==> src/rtl/sac_pkg.sv <==
package sac_pkg;
  typedef enum logic [1:0] {
    ST_IDLE  = 2'd0,
    ST_DRAIN = 2'd1,
    ST_SLEEP = 2'd2
  } sac_state_e;
endpackage

==> src/rtl/sac_se_bank.sv <==
module sac_se_bank #(
  parameter int NREG = 5,
  parameter int W    = 32,
  parameter int AW   = 3
) (
  input  logic              clk,
  input  logic              rst,
  input  logic              wr_en,
  input  logic [AW-1:0]     wr_addr,
  input  logic [W-1:0]      wr_data,
  input  logic              save,
  input  logic              restore,
  input  logic              lock,
  output logic [NREG*W-1:0] se_flat
);
  logic [W-1:0] live_q   [NREG];
  logic [W-1:0] shadow_q [NREG];

  for (genvar i = 0; i < NREG; i++) begin : g_reg
    always_ff @(posedge clk) begin
      if (rst) begin
        live_q[i]   <= '0;
        shadow_q[i] <= '0;
      end else if (save) begin
        shadow_q[i] <= live_q[i];
        live_q[i]   <= '1;
      end else if (restore) begin
        live_q[i]   <= shadow_q[i];
      end else if (wr_en && !lock && wr_addr == AW'(i)) begin
        live_q[i]   <= wr_data;
      end
    end
    assign se_flat[i*W +: W] = live_q[i];

    // save forces every bit high
    p_force_r2: assert property (@(posedge clk) disable iff (rst)
      save |=> (live_q[i] == '1));
    // restore brings back the shadow copy
    p_restore_r5: assert property (@(posedge clk) disable iff (rst)
      restore |=> (live_q[i] == $past(shadow_q[i])));
    // locked registers ignore writes
    p_lock_r7: assert property (@(posedge clk) disable iff (rst)
      (lock && !restore) |=> $stable(live_q[i]));
  end
endmodule

==> src/rtl/sac_seq.sv <==
module sac_seq
  import sac_pkg::*;
(
  input  logic clk,
  input  logic rst,
  input  logic arm,
  input  logic trig,
  input  logic wake,
  input  logic busy,
  output logic save,
  output logic restore,
  output logic lock,
  output logic sleeping
);
  sac_state_e state_q;
  logic       sleeping_q;

  assign save     = (state_q == ST_IDLE) && arm && trig;
  assign restore  = (state_q != ST_IDLE) && wake;
  assign lock     = (state_q != ST_IDLE);
  assign sleeping = sleeping_q;

  always_ff @(posedge clk) begin
    if (rst) begin
      state_q    <= ST_IDLE;
      sleeping_q <= 1'b0;
    end else begin
      case (state_q)
        ST_IDLE:  if (save) state_q <= ST_DRAIN;
        ST_DRAIN: begin
          if (wake) begin
            state_q <= ST_IDLE;
          end else if (!busy) begin
            state_q    <= ST_SLEEP;
            sleeping_q <= 1'b1;
          end
        end
        ST_SLEEP: begin
          if (wake) begin
            state_q    <= ST_IDLE;
            sleeping_q <= 1'b0;
          end
        end
        default: state_q <= ST_IDLE;
      endcase
    end
  end

  // sleep is entered only with no outstanding clock request
  p_sleep_gate_r4: assert property (@(posedge clk) disable iff (rst)
    $rose(sleeping_q) |-> $past(!busy));
  // wake leaves sleep on the next cycle
  p_wake_exit_r5: assert property (@(posedge clk) disable iff (rst)
    (sleeping_q && wake) |=> !sleeping_q);
  // wake during drain aborts without sleeping
  p_abort_r6: assert property (@(posedge clk) disable iff (rst)
    (state_q == ST_DRAIN && wake) |=> (!sleeping_q && state_q == ST_IDLE));
endmodule

==> src/rtl/sleep_all_ctrl.sv <==
module sleep_all_ctrl #(
  parameter int NUM_REGS = 5,
  parameter int REG_W    = 32
) (
  input  logic                        clk,
  input  logic                        rst,
  input  logic                        ctl_wr,
  input  logic [1:0]                  ctl_wdata,
  input  logic                        cpu_sleep_req,
  input  logic                        wake,
  input  logic                        se_wr,
  input  logic [$clog2(NUM_REGS)-1:0] se_addr,
  input  logic [REG_W-1:0]            se_wdata,
  input  logic [NUM_REGS*REG_W-1:0]   clk_req,
  output logic [NUM_REGS*REG_W-1:0]   se_out,
  output logic                        heavy,
  output logic                        sleep_all,
  output logic                        sleeping
);
  localparam int AW = $clog2(NUM_REGS);

  logic heavy_q, all_q;
  logic save, restore, lock, busy;

  always_ff @(posedge clk) begin
    if (rst) begin
      heavy_q <= 1'b0;
      all_q   <= 1'b0;
    end else if (ctl_wr) begin
      heavy_q <= ctl_wdata[0];
      all_q   <= ctl_wdata[1];
    end
  end
  assign heavy     = heavy_q;
  assign sleep_all = all_q;

  assign busy = |(clk_req & se_out);

  sac_se_bank #(.NREG(NUM_REGS), .W(REG_W), .AW(AW)) u_bank (
    .clk     (clk),
    .rst     (rst),
    .wr_en   (se_wr),
    .wr_addr (se_addr),
    .wr_data (se_wdata),
    .save    (save),
    .restore (restore),
    .lock    (lock),
    .se_flat (se_out)
  );

  sac_seq u_seq (
    .clk      (clk),
    .rst      (rst),
    .arm      (all_q),
    .trig     (cpu_sleep_req),
    .wake     (wake),
    .busy     (busy),
    .save     (save),
    .restore  (restore),
    .lock     (lock),
    .sleeping (sleeping)
  );

  // control bits move only on a control write
  p_ctl_hold_r9: assert property (@(posedge clk) disable iff (rst)
    !ctl_wr |=> $stable({heavy_q, all_q}));
  // no arming, no sleep
  p_unarmed_r3: assert property (@(posedge clk) disable iff (rst)
    (!all_q && !sleeping) |=> !sleeping);
endmodule

==> config.mk <==
export PLATFORM = sky130hd
export DESIGN_NAME = sleep_all_ctrl
export DESIGN_NICKNAME = d
export VERILOG_FILES = /design/src/rtl/sac_pkg.sv /design/src/rtl/sac_se_bank.sv /design/src/rtl/sac_seq.sv /design/src/rtl/sleep_all_ctrl.sv
export SDC_FILE = /design/constraint.sdc
export NUM_CORES = 1
export LEC_CHECK = 0
export ABC_AREA = 1
export CAP_MARGIN = 0
export CORE_ASPECT_RATIO = 1.5
export CORE_MARGIN = 2
export CORE_UTILIZATION = 69
export DETAILED_ROUTE_END_ITERATION = 10
export DONT_BUFFER_PORTS = 1
export PLACE_DENSITY = 0.91
export SYNTH_ARGS = -nofsm -noshare
export SYNTH_HDL_FRONTEND = slang
export SYNTH_HIERARCHICAL = 1
export SYNTH_SLANG_ARGS = --single-unit
==> constraint.sdc <==
create_clock -name clk -period 13.02 [get_ports clk]
set_clock_uncertainty 0.2 [all_clocks]
set_input_delay 1.302 -clock clk [delete_from_list [all_inputs] [get_ports clk]]
set_output_delay 1.302 -clock clk [all_outputs]
set_load 0.02 [all_outputs]
---- Word level (Yosys, flattened, before mapping) ----
Memories as Yosys holds them, arrays and structs flattened.
Index checks and enable logic that the tools add are counted.
storage, ports and cells
  bits in writable memories ............... 320
  input port bits ......................... 203
  word-level logic and storage cells ...... 118
  memories kept ........................... 2
  bits in registers ....................... 5
memory list
  name             depth  bits a word  read ports  clocked after memory_dff  write ports  line               text
  u_bank.live_q    5      32           5           0                         5            sac_se_bank.sv:16  logic [W-1:0] live_q [NREG];
  u_bank.shadow_q  5      32           5           0                         5            sac_se_bank.sv:17  logic [W-1:0] shadow_q [NREG];
cells by class
  equality and inequality tests ........... 11
  multiplexer cells ....................... 63
  reduce and logical (&&, ||, !) cells .... 17
  bitwise operators ....................... 21
operator list
  operator                                                                number
  32-bit two-way mux                                                      20
  160-bit bitwise AND                                                     1
  160-bit OR reduction                                                    1
  1-bit two-way mux                                                       37
  1-bit OR                                                                20
  1-bit logical AND                                                       9
  2-bit two-way mux                                                       4
  2-bit inequality test (second input constant)                           4
  3-bit by 2-bit equality test with 1-bit output (second input constant)  2
  2-bit one-hot mux with 3 select lines                                   1
  4-bit AND reduction                                                     1
  2-bit nonzero test                                                      2
  3-bit by 1-bit equality test with 1-bit output (second input constant)  1
  3-bit equality test (second input constant)                             1
  3-bit zero test                                                         1
  3-bit inequality test (second input constant)                           1
  3-bit AND reduction                                                     1
  2-bit by 1-bit equality test with 1-bit output (second input constant)  1
  2-bit equality test (second input constant)                             1
  2-bit zero test                                                         1
  1-bit one-hot mux with 2 select lines                                   1
  1-bit zero test                                                         1

---- Depth between registers and ports, before layout ----
  depth in word-level cells ............... 10
  mapped depth ............................ 11
  depth with buffers taken out ............ 11

---- By module ----
Netlist, hierarchy kept.
modules (own cells, without submodules)
  module          area an instance (um^2)  times used  cells an instance
  sac_se_bank     14191.1                  1           1439
  sleep_all_ctrl  1223.7                   1           311
  sac_seq         152.6                    1           20

---- Least setup slack after synthesis ----
No wires, ideal clock.
  path type ............................... input-to-reg
  start point ............................. input cpu_sleep_req
  end point ............................... memory u_bank.live_q[2][0], enable pin
  stages .................................. 6
  data required time ...................... 12350 ps
  setup slack ............................. 5870 ps
  arrival ................................. 6480 ps
  setup time .............................. 470 ps
  path buffers ............................ 0
  path through ............................ nand3_2 > inv_1 > inv_1 > nand2_1 > nor2_1 > o31ai_1
RTL lines
  item         line                 text
  from (decl)  sleep_all_ctrl.sv:9  input logic cpu_sleep_req,
  to (decl)    sac_se_bank.sv:16

==> flow_summary.toml <==
[critical_path]
arrival_ps = 3820
critPathMaxFanout = 64
cp-start-kind = "input pin"
cp-end-kind = "flop"
crit_required_ps = 12990
worstSetupPathType = "in2reg"

[pwr]
leakagePower_uw = 0.00756
power_uw = 2280
powerDensity_nw_per_um2 = 137
vdd.ir_drop.worst_v = 0.000137

[grt]
grt.overflow.total = 0
grt_pass1_wl_microns = 64900
grt_pass1_vias = 11600
antenna_found_initial = 0
grt_util_all_layers_pct = 36.1
grt_max_degree = 109

[yosys]
syn-num-nets = 1973
yosysMostFrequentCell = "nand2_1"
synth_commonest_cells = "535 x nand2_1, 321 x nor2_1, 320 x edfxtp_1"
yosysTopAreaCell = "edfxtp_1"
synthCells = 1770
ys.flop_type = "edfxtp_1"
ys_types = 24
synth_area_leaders = "edfxtp_1 62%, nand2_1 13%, nor2_1 7.7%"
synth_edf_count = 320
yosys_warnings = 6
ys_seq_area_share_pct = 62.4
synthArstFlopShare_pct = 0
yosys.area.top_type_share_pct = 61.7
avgSynthCellArea_sq_um = 8.80
synth_seq_cells = 325
syn_area_sq_um = 15600

[cells_and_area]
seq_area_sq_um = 9710
drive_above_1_share_pct = 4.60
antenna_cells = 0
fill_cells = 1551
area_delta_synth_final_pct = 6.49
final_core_util_pct = 74.6
multi_input_area_sq_um = 4450
nNetsFinal = 1942

[sta]
finalCriticalPeriod_ps = 3850
tns_ps = 0
setup-violations-final = 0
hold_viol_final = 0
rsz0062_at_grt = "false"
finalCritPeriodShare_pct = 29.6
slew_headroom_pct = 19.6
holdWs_ps = 338
drv_slew = 0
fmax_mhz = 260
tightest_slew_ps = 1200

[floorplanning]
dieArea_sq_um = 23800
row_count = 67
die_h_microns = 188
die_width_microns = 127
ios = 366
start_util_pct = 70.1
core_sq_um = 22200

[clock_network]
post_cts_buffers = 0
cts_max_level = 1
cts_sinks = 325
cts_max_path_buffers = 3
clkTransAtPathRegs_ps = 60
cts-root-buf = "clkbuf_16"
cts_resized = 0
cts-buffers-inserted = 29
cts_tree = "yes"
cts_hold_buf = 0
insertion_delay_ps = 550

[route]
drtIter0Drc = 1940
highest_layer = "met4"
routedWlPerCell_microns = 21.8
vias_per_cell = 5.98
drt_drc_violations_left = 0
wl_met2_microns = 20900
drt-met1-wl_microns = 14500
ant_nets = 0
via_count = 12200
wl_met3_microns = 5960
drtPass1Iterations = 8
routed_wl_microns = 44400

[place]
post-dp-hpwl_microns = 28300
gp_congestion = 0.816
numPortBuffers = 0

[flow_run]
maxCapViolCount = 0

[hold_path]
hp-class = "reg2reg"

[status]
outcome = "finished clean"
## cell type report
class	instances	area share [%]
Inverter	287	6.51
Multi-Input combinational cell	1081	26.9
Tap cell	276	2.08
Timing Repair Buffer	15	0.679
Clock inverter	16	0.740
Clock buffer	37	4.56
Sequential cell	325	58.6
## logic make-up after synthesis
kind of cell | count (synthesis) | synth area share, %
simple gates | 1018 | 26.2
compound gates | 63 | 2.09
buf+inv | 364 | 9.31
flops | 325 | 62.4
## through the flow
stage                     setup slack, ps  std cells  instance area [sq um]
after global routing                 9080       2037                  16600
final                                9170       2037                  16600
after detailed placement             8670       1984                  15700
after global placement               8720       1984                  15700
after floorplan                      5870       1770                  15600
after CTS                            9250       2037                  16600
## flip-flops by register name, indices dropped and copies added (netlist names)
signal           count
u_seq/sleeping       1
heavy                1
u_bank/live_q      160
u_seq/state_q        2
u_bank/shadow_q    160
sleep_all            1
## critical path, stage by stage
cell and delay (ps):
nand3_2 80, inv_1 210, inv_1 110, nand2_4 520, buf_4 670, buf_4 820
## metal layers
metal	track usage, %	vias up
li1	-	5456
met5	0	-
met3	8.45	171
met1	45.9	5559
met4	20.3	0
met2	57.1	1001
## layout by cell type, fill, tap and decap left out
master	synthesis	final
a21oi_1	4	4
a21oi_2	1	1
buf_4	2	15
bufinv_16	0	2
clkbuf_1	15	8
clkbuf_16	0	29
clkinv_1	0	8
clkinv_2	0	6
clkinvlp_4	0	1
dfxtp_1	5	5
edfxtp_1	320	320
inv_1	280	280
inv_2	7	6
nand2_1	535	532
nand2_2	0	1
nand2_4	0	2
nand3_1	133	133
nand3_2	3	3
nand4_1	8	8
nor2_1	321	321
nor2_2	6	6
nor2_4	1	1
nor3_4	0	2
o21ai_0	55	55
o21ai_1	1	1
o21ai_2	1	1
o31ai_4	0	1
or2_1	5	5
or2_2	4	4
## path summary, 6_finish.rpt
path                                from                     end  slack [ps]  cells past startpoint
setup / recovery           cpu_sleep_req  u_bank/shadow_q[4][26]        9170                      6
hold / removal    u_bank/shadow_q[3][29]    u_bank/live_q[3][29]         340                      2
setup reg to reg               sleep_all  u_bank/shadow_q[4][26]        9360                      6
hold reg to reg   u_bank/shadow_q[3][29]    u_bank/live_q[3][29]         340                      2
## report_power, final
part           internal, uW  switching (uW)
sequential             1220            98.5
combinational          35.6             101
clock                   448             372
total                  1710             572
Power figures use the tool's default switching activity.
